[config.mk]
export PLATFORM = sky130hd
export DESIGN_NAME = spx_sequencer
export DESIGN_NICKNAME = d
export VERILOG_FILES = /design/src/rtl/spx_pkg.sv /design/src/rtl/spx_decode.sv /design/src/rtl/spx_timer.sv /design/src/rtl/spx_stack.sv /design/src/rtl/spx_sequencer.sv
export SDC_FILE = /design/constraint.sdc
export NUM_CORES = 1
export LEC_CHECK = 0
export BUFFER_PORTS_ARGS = -buffer_cell sky130_fd_sc_hd__buf_2
export CAP_MARGIN = 40
export CORE_ASPECT_RATIO = 1.2
export CORE_MARGIN = 2
export CORE_UTILIZATION = 50
export DETAILED_ROUTE_END_ITERATION = 6
export PLACE_DENSITY_LB_ADDON = 0.1
export SLEW_MARGIN = 20
export SYNTH_ARGS = -nofsm -noshare
export SYNTH_HDL_FRONTEND = slang
export SYNTH_SLANG_ARGS = --single-unit
export TNS_END_PERCENT = 10
[constraint.sdc]
create_clock -name clk -period 4.7 [get_ports clk]
set_input_delay 0.47 -clock clk [delete_from_list [all_inputs] [get_ports clk]]
set_output_delay 0.47 -clock clk [all_outputs]
set_load 0.005 [all_outputs]
[src/rtl/spx_pkg.sv]
package spx_pkg;
  localparam int CNT_W = 3;

  typedef enum logic [3:0] {
    OP_NONE  = 4'd0,
    OP_CALL  = 4'd1,
    OP_SWI   = 4'd2,
    OP_IAGET = 4'd3,
    OP_IASET = 4'd4,
    OP_RFI   = 4'd5,
    OP_IAQ   = 4'd6,
    OP_HWCNT = 4'd7,
    OP_HWQRY = 4'd8,
    OP_HWINT = 4'd9,
    OP_BAD   = 4'd10
  } xop_e;

  typedef enum logic [1:0] {
    U_CORE = 2'd0,
    U_INT  = 2'd1,
    U_DEV  = 2'd2
  } unit_e;

  localparam logic [4:0] SEL_CALL  = 5'h01;
  localparam logic [4:0] SEL_SWI   = 5'h08;
  localparam logic [4:0] SEL_IAGET = 5'h09;
  localparam logic [4:0] SEL_IASET = 5'h0a;
  localparam logic [4:0] SEL_RFI   = 5'h0b;
  localparam logic [4:0] SEL_IAQ   = 5'h0c;
  localparam logic [4:0] SEL_HWCNT = 5'h10;
  localparam logic [4:0] SEL_HWQRY = 5'h11;
  localparam logic [4:0] SEL_HWINT = 5'h12;
endpackage

[src/rtl/spx_decode.sv]
module spx_decode
  import spx_pkg::*;
#(
  parameter int WORD_W  = 16,
  parameter int LOW_W   = 5,
  parameter int SEL_W   = 5,
  parameter int C_CALL  = 3,
  parameter int C_SWI   = 4,
  parameter int C_IA    = 1,
  parameter int C_RFI   = 3,
  parameter int C_IAQ   = 2,
  parameter int C_HWCNT = 2,
  parameter int C_HWQRY = 4,
  parameter int C_HWINT = 4
) (
  input  logic [WORD_W-1:0] word,
  output logic              special,
  output xop_e              op,
  output unit_e             unit,
  output logic [CNT_W-1:0]  cost
);
  logic [SEL_W-1:0] sel;

  assign special = (word[LOW_W-1:0] == '0);
  assign sel     = word[LOW_W +: SEL_W];

  always_comb begin
    op   = OP_BAD;
    unit = U_CORE;
    cost = CNT_W'(1);
    unique case (sel)
      SEL_CALL:  begin op = OP_CALL;  cost = CNT_W'(C_CALL);  end
      SEL_SWI:   begin op = OP_SWI;   unit = U_INT; cost = CNT_W'(C_SWI);   end
      SEL_IAGET: begin op = OP_IAGET; unit = U_INT; cost = CNT_W'(C_IA);    end
      SEL_IASET: begin op = OP_IASET; unit = U_INT; cost = CNT_W'(C_IA);    end
      SEL_RFI:   begin op = OP_RFI;   unit = U_INT; cost = CNT_W'(C_RFI);   end
      SEL_IAQ:   begin op = OP_IAQ;   unit = U_INT; cost = CNT_W'(C_IAQ);   end
      SEL_HWCNT: begin op = OP_HWCNT; unit = U_DEV; cost = CNT_W'(C_HWCNT); end
      SEL_HWQRY: begin op = OP_HWQRY; unit = U_DEV; cost = CNT_W'(C_HWQRY); end
      SEL_HWINT: begin op = OP_HWINT; unit = U_DEV; cost = CNT_W'(C_HWINT); end
      default:   begin op = OP_BAD;   cost = CNT_W'(1); end
    endcase
  end
endmodule

[src/rtl/spx_timer.sv]
module spx_timer
  import spx_pkg::*;
(
  input  logic             clk,
  input  logic             rst,
  input  logic             start,
  input  logic [CNT_W-1:0] load,
  input  logic             hold,
  output logic [CNT_W-1:0] cnt,
  output logic             busy
);
  logic [CNT_W-1:0] nxt;

  always_comb begin
    nxt = cnt;
    if (start)
      nxt = load;
    else if (cnt != '0 && !(cnt == CNT_W'(1) && hold))
      nxt = cnt - CNT_W'(1);
  end

  always_ff @(posedge clk) begin
    if (rst) begin
      cnt  <= '0;
      busy <= 1'b0;
    end else begin
      cnt  <= nxt;
      busy <= (nxt != '0);
    end
  end
endmodule

[src/rtl/spx_stack.sv]
module spx_stack
  import spx_pkg::*;
#(
  parameter int DATA_W = 16,
  parameter int LOAD_AT = 2
) (
  input  logic              clk,
  input  logic              rst,
  input  logic              call_start,
  input  logic              call_act,
  input  logic [CNT_W-1:0]  cnt,
  input  logic [DATA_W-1:0] ret_pc,
  input  logic [DATA_W-1:0] sp_in,
  input  logic [DATA_W-1:0] target,
  output logic              push_req,
  output logic [DATA_W-1:0] push_addr,
  output logic [DATA_W-1:0] push_data,
  output logic              pc_load,
  output logic [DATA_W-1:0] pc_target
);
  always_ff @(posedge clk) begin
    if (rst) begin
      push_req  <= 1'b0;
      push_addr <= '0;
      push_data <= '0;
      pc_load   <= 1'b0;
      pc_target <= '0;
    end else begin
      push_req <= call_start;
      pc_load  <= call_act && (cnt == CNT_W'(LOAD_AT));
      if (call_start) begin
        push_addr <= sp_in - DATA_W'(1);
        push_data <= ret_pc;
        pc_target <= target;
      end
    end
  end
endmodule

[src/rtl/spx_sequencer.sv]
module spx_sequencer
  import spx_pkg::*;
#(
  parameter int DATA_W = 16,
  parameter int WORD_W = 16
) (
  input  logic              clk,
  input  logic              rst,
  input  logic              issue,
  input  logic [WORD_W-1:0] instr,
  input  logic [DATA_W-1:0] opnd_val,
  input  logic [DATA_W-1:0] opnd_addr,
  input  logic [DATA_W-1:0] ret_pc,
  input  logic [DATA_W-1:0] sp_in,
  input  logic              dev_stall,
  output logic              busy,
  output logic [3:0]        op_code,
  output logic              illegal,
  output logic              int_go,
  output logic              dev_go,
  output logic [DATA_W-1:0] arg_val,
  output logic [DATA_W-1:0] arg_addr,
  output logic              push_req,
  output logic [DATA_W-1:0] push_addr,
  output logic [DATA_W-1:0] push_data,
  output logic              pc_load,
  output logic [DATA_W-1:0] pc_target
);
  logic             special;
  xop_e             dec_op;
  unit_e            dec_unit;
  logic [CNT_W-1:0] dec_cost;
  logic [CNT_W-1:0] cnt;
  logic             accept, take;
  xop_e             op_q;

  assign accept = issue && !busy;
  assign take   = accept && special;

  spx_decode #(.WORD_W(WORD_W)) u_dec (
    .word(instr), .special(special), .op(dec_op), .unit(dec_unit), .cost(dec_cost)
  );

  spx_timer u_tmr (
    .clk(clk), .rst(rst), .start(take), .load(dec_cost - CNT_W'(1)),
    .hold((op_q == OP_HWINT) && dev_stall), .cnt(cnt), .busy(busy)
  );

  spx_stack #(.DATA_W(DATA_W)) u_stk (
    .clk(clk), .rst(rst), .call_start(take && dec_op == OP_CALL),
    .call_act(op_q == OP_CALL), .cnt(cnt), .ret_pc(ret_pc), .sp_in(sp_in),
    .target(opnd_val), .push_req(push_req), .push_addr(push_addr),
    .push_data(push_data), .pc_load(pc_load), .pc_target(pc_target)
  );

  always_ff @(posedge clk) begin
    if (rst) begin
      op_q     <= OP_NONE;
      illegal  <= 1'b0;
      int_go   <= 1'b0;
      dev_go   <= 1'b0;
      arg_val  <= '0;
      arg_addr <= '0;
    end else begin
      illegal <= take && (dec_op == OP_BAD);
      int_go  <= take && (dec_unit == U_INT);
      dev_go  <= take && (dec_unit == U_DEV);
      if (accept)
        op_q <= special ? dec_op : OP_NONE;
      if (take && dec_unit != U_CORE) begin
        arg_val  <= opnd_val;
        arg_addr <= opnd_addr;
      end
    end
  end

  assign op_code = op_q;
endmodule

# Word level (Yosys, flattened, before mapping)
# Cells that the tools add are included.
dict set report word_totals {
  regBits 93
  word_cells 61
}
dict set report op_classes {
  n_addsub 3
  n_eq_ne 17
  muxes 6
  reduce_logical 22
}
# cell n
set ops {}
lappend ops {{$pmux W4 S9} 1}
lappend ops {{$eq A5 B4 Y1 const B} 5}
lappend ops {{$sub A16 B1 Y16 const B} 1}
lappend ops {{$eq A5 B5 Y1 const B} 3}
lappend ops {{$logic_and A1 B1 Y1} 11}
lappend ops {{$pmux W3 S3} 1}
lappend ops {{$eq A4 B1 Y1 const B} 2}
lappend ops {{$eq A4 B4 Y1 const B} 2}
lappend ops {{$mux W3} 2}
lappend ops {{$reduce_bool A3 Y1} 2}
lappend ops {{$reduce_or A3 Y1} 2}
lappend ops {{$sub A3 B1 Y3 const B} 2}
lappend ops {{$eq A5 B1 Y1 const B} 1}
lappend ops {{$logic_not A5 Y1} 1}
lappend ops {{$reduce_or A5 Y1} 1}
lappend ops {{$mux W4} 1}
lappend ops {{$pmux W2 S2} 1}
lappend ops {{$reduce_or A2 Y1} 2}
lappend ops {{$eq A3 B1 Y1 const B} 1}
lappend ops {{$eq A3 B2 Y1 const B} 1}
lappend ops {{$eq A2 B1 Y1 const B} 1}
lappend ops {{$eq A2 B2 Y1 const B} 1}
lappend ops {{$logic_not A1 Y1} 2}
lappend ops {{$reduce_bool A2 Y1} 1}

# Longest topological paths before layout
dict set report depth {
  word_depth 8
  ltp_mapped 9
  mapped_depth_nobuf 8
}

# Cells and area by module
# From an unflattened synthesis, not the netlist that was laid out.
dict set report hier_totals {
  cells_unflattened 452
  hier_area_um2 4152.7
}
# module n_inst cells_each area_per_inst_um2 seq_area_each_um2
set modules_own_cells {}
lappend modules_own_cells {spx_stack 1 200 1975.6 1001.0}
lappend modules_own_cells {spx_sequencer 1 186 1669.1 780.7}
lappend modules_own_cells {spx_decode 1 38 264.0 0.0}
lappend modules_own_cells {spx_timer 1 28 244.0 80.1}

# Least setup slack after synthesis
# Ideal clock, no wire load.
dict set report synth_path {
  path_type {input -> register}
  startpoint {input port instr[9]}
  endpoint {register arg_addr[0]}
  arrival_ns 1.921
  path_slack_ns 2.651
  cell_stages 7
  n_path_buf 2
  cell_sequence {clkbuf_1 -> or3b_1 -> a21oi_1 -> o21ai_1 -> buf_2 -> mux2i_1 -> nor2_1}
}
dict set report synth_via {
  elab_chain_cells 5
  elab_cells_between_ends 13
}
# item line
set synth_lines {}
lappend synth_lines {{start: declaration} spx_sequencer.sv:10} ;# input logic [WORD_W-1:0] instr,
lappend synth_lines {{$eq A5 B4 Y1 / $eq A5 B5 Y1 (equally long branches)} spx_decode.sv:31} ;# unique case (sel)
lappend synth_lines {{$reduce_or A5 Y1 (no source line) / $reduce_or A3 Y1 (equally long branches)} n/a}
lappend synth_lines {{$pmux W2 S2 *} spx_decode.sv:31}
lappend synth_lines {{$reduce_bool A2 Y1 *} spx_sequencer.sv:70} ;# if (take && dec_unit != U_CORE) begin
lappend synth_lines {{$logic_and A1 B1 Y1 *} spx_sequencer.sv:70}
lappend synth_lines {{end signal: assignment} spx_sequencer.sv:72} ;# arg_addr <= opnd_addr;
lappend synth_lines {{end: declaration} spx_sequencer.sv:22} ;# output logic [DATA_W-1:0] arg_addr,
# Mark *: on every way between the ends. The rest lies on a longest branch, timed or not.
# A chain may end at the register's enable or synchronous reset.

# Final worst setup path
dict set report layout_path {
  startpoint {register u_tmr.busy}
  endpoint {register u_stk.push_addr[4]}
}
dict set report layout_via {
  elab_chain_cells 4
}
# item line
set layout_lines {}
lappend layout_lines {{start: declaration} spx_timer.sv:10} ;# output logic busy
lappend layout_lines {{start signal: assignment} spx_timer.sv:28} ;# busy <= (nxt != '0);
lappend layout_lines {{$logic_not A1 Y1} spx_sequencer.sv:37} ;# assign accept = issue && !busy;
lappend layout_lines {{$logic_and A1 B1 Y1} spx_sequencer.sv:37}
lappend layout_lines {{$logic_and A1 B1 Y1} spx_sequencer.sv:38} ;# assign take = accept && special;
lappend layout_lines {{$logic_and A1 B1 Y1} spx_sequencer.sv:50} ;# .clk(clk), .rst(rst), .call_start(take && dec_op == OP_CALL),
lappend layout_lines {{end signal: assignment} spx_stack.sv:32} ;# push_addr <= sp_in - DATA_W'(1);
lappend layout_lines {{end: declaration} spx_stack.sv:16} ;# output logic [DATA_W-1:0] push_addr,
# No other way between the ends.

==> results.md <==
- Run status: finished clean
- Bufs and invs on worst path: 1
- GRT Total Usage: 0.210
- Antenna Cells: 0
- Die width: 84.2 µm
- Skew-Pair Late Insertion Delay: roughly 0.35 ns
- Worst Max-Slew Pin Slew: around 0.54 ns
- Critical Path Start Type: flop
- Adder-cell share of the synthesized area: 0.0195
- Critical Path RT: roughly 5 ns
- Setup Buffers After CTS: 0
- # hold bufs at CTS: 0
- CTS tree: built
- Slowest Stage Delay on Critical Path: between 0.4 and 0.5 ns
- Total of max-cap violations: 0
- I/O pin total: ~170
- Syn Inst Count: between 400 and 500
- Cts repair resizes: 0
- Setup Crit Path Kind: flop to flop
- Tcrit/Tclk final: 0.478
- Die Y: about 100 µm
- Nets: approximately 680
- Drt wl/cell: around 13 µm
- Seq/Total Area, Yosys: 0.483
- Via Count: roughly 3500
- DRT antenna net count: 0
- Final Cell Area: 0.00495 mm²
- Final Critical Period: between 2 and 2.5 ns
- Max Freq: 446 MHz
- Synth Warn #: 0
- CTS Root Cell: clkbuf_8
- Initial antenna violation count: 0
- Post-synth ARST share: 0
- Worst Path Max Fanout: 46
- Kind of cell adding the most delay to the critical path: simple AND/OR/NAND/NOR gates
- Clk sinks: 93
- Largest vdd supply drop: 0.204 mV
- Yosys cell types: 46
- R2R Setup Slk: about 2.5 ns
- Port Buf Inserts: 167
- Clock skew: between 0.007 and 0.008 ns
- Setup tns final: 0 ns
- First-pass GRT wire length: around 15 mm
- DRT Wirelength: between 8 and 9 mm
- Synth area leaders: dfxtp_1 (48%), mux2i_1 (8.6%), nand2_1 (7.5%)
- Mapped Area: 0.00386 mm²
- Rows: 35
- Post-Syn Nets: 530
- Post-DP Area: 0.00473 mm²
- Die Area: about 0.0084 mm²
- CTS buffer count: 9
- Clock Path Buffers: 2
- HP Class: primary input to flop
- Cell taking the most area after synthesis: dfxtp_1
- Compound-Gate Fraction of Synth Area: 0.125
- Core area: 0.00758 mm²
- Fraction of layout cells with a size suffix above 1: 0.329
- Placement Setup Slack: 2.20 ns
- Worst slew margin: 0.642
- Synthesized area per cell: 8.76 µm²
- Final setup violation count: 0
- Pwr/cell area: between 300 and 400 mW/mm²
- Layout Area Growth over Synthesis: 28.4%
- DP HPWL: about 6.5 mm
- DRT iter0 DRCs: 115
- DRC: 0
- Critical Path, Cell by Cell: nor4b_1, and2_1, and2_2, buf_12, nor2_1, a311oi_1
- CTS HTree Levels: 3
- Number of global-route vias before repair: ~3200
- Initial DRT Pass Iterations: 4
- Lkg Pwr: around 0.0025 µW
- Largest net degree at the start of global routing: between 40 and 50
- Mux cell area share after synthesis: 0.0857
- CP endpoint kind: flop
- Largest family of logic cells by synthesized area: simple AND/OR/NAND/NOR gates
- Total power: roughly 1500 µW
- Setup ws final: 2.46 ns
- Gr ovfl total: 0
- Critical path arrival: 2.49 ns
- Post-Synth Simple-Gate Area: 0.214
- Final GP Congestion: 0.865
- Post-synth top flop: dfxtp_1
- Vias per cell: between 5 and 6
- Xor-xnor portion of the synthesized cell area: 0.0295
- Starting density of the core: 0.509
- RSZ-0062 raised after global routing: no
- Number of flops mapped to enable cells by yosys: 0
- Hold Vio Cnt, Final: 0
- Synthesized flop and latch total: just over 90
- Synth top area share: 0.483
- Slew Limit Fails: 0
- CP max-delay cell: and2_2
- CTS clk-pin slew, worst paths: approximately 0.090 ns
## worst register-to-register path, stage by stage, from the launching register on
cell and delay, ns:
dfxtp_1 0.34, nor4b_1 0.36, and2_1 0.35, and2_2 0.49, buf_12 0.27, nor2_1 0.09
a311oi_1 0.26
## layout make-up
cell class	count	area (µm²)
fillers	693	2630
flip-flops and latches	93	1860
multi-input cells	307	1840
repair buffers	172	906
clock buffers	9	124
well taps	92	115
clock inverters	6	72.6
inverters	9	33.8
## report_power, final
part           total, µW  internal, µW  switching (µW)
logic                186          88.3            98.1
registers            815           804            11.5
clock network        525           249             276
total               1530          1140             386
## cells in the mapped netlist, drive strengths merged (3+ instances only)
library cell / count
dfxtp: 93
nand2: 77
nor2: 60
a21oi: 40
mux2i: 33
clkbuf: 20
a211oi: 15
xnor2: 13
buf: 11
inv: 9
nor4: 9
ha: 6
nor3: 5
o21ai: 5
nand2b: 4
nand3b: 3
nor2b: 3
or3b: 3
## per-layer routing
metal  vias to the layer above  share of wire  GRT usage
met1                      1568           0.43      0.263
met4                         0          0.021     0.0757
met2                       132           0.48      0.346
met5                         -              0          0
li1                       1797              -          -
met3                        15          0.076     0.0609
## state kept, by name (all words and copies together) (netlist names), 3 cells and up
register and cells:
u_stk.pc_target 16, arg_val 16, arg_addr 16, u_stk.push_data 16, u_tmr.cnt 3, op_code 4
u_stk.push_addr 16
## placed cells by master, fill, tap and decap left out, types with 2 or more instances in the layout
| cell | instances |
|---|---|
| ha_1 | 6 |
| inv_1 | 9 |
| clkbuf_8 | 9 |
| nor2b_1 | 3 |
| or3b_1 | 3 |
| a311oi_1 | 2 |
| buf_4 | 2 |
| o211a_1 | 2 |
| buf_12 | 2 |
| xnor2_1 | 13 |
| nand2b_1 | 4 |
| mux2i_1 | 33 |
| and4b_1 | 2 |
| dfxtp_1 | 93 |
| nand3b_1 | 3 |
| nor2_1 | 60 |
| a211oi_1 | 14 |
| nor3_1 | 5 |
| nand2_1 | 77 |
| nor3b_1 | 2 |
| nor4_1 | 8 |
| a21oi_1 | 40 |
| clkinv_4 | 2 |
| buf_2 | 167 |
| or2_2 | 2 |
| a21o_1 | 2 |
| o211ai_1 | 2 |
| o21ai_0 | 4 |
| inv_6 | 2 |
## final timing paths
| check | start | to | depth (start not counted) |
|---|---|---|---|
| max | u_tmr.busy | u_stk.push_addr[4] | 6 |
| max reg2reg | u_tmr.busy | u_stk.push_addr[4] | 6 |
| min reg2reg | u_stk.push_data[0] | u_stk.push_data[0] | 2 |
| min | sp_in[0] | u_stk.push_addr[0] | 2 |
## through the flow
| step | std cells | utilization | hold WS [ns] |
|---|---|---|---|
| finish | 688 | 0.654 | 0.334 |
| global route | 688 | 0.654 | 0.308 |
| CTS | 687 | 0.651 | 0.311 |
| detailed placement | 672 | 0.625 | 0.443 |
| global placement | 670 | 0.620 | 0.439 |
| floorplan | 440 | - | 0.452 |
## cells by family after synthesis
| family | Yosys count |
|---|---|
| xor gates and xnor gates | 13 |
| DFF | 93 |
| AOI/OAI and AO/OA | 76 |
| muxes | 33 |
| buffers and inverters | 40 |
| adders and majority gates | 6 |
| and+or+nand+nor | 179 |
Note: power is estimated with default switching activity, not from simulation.
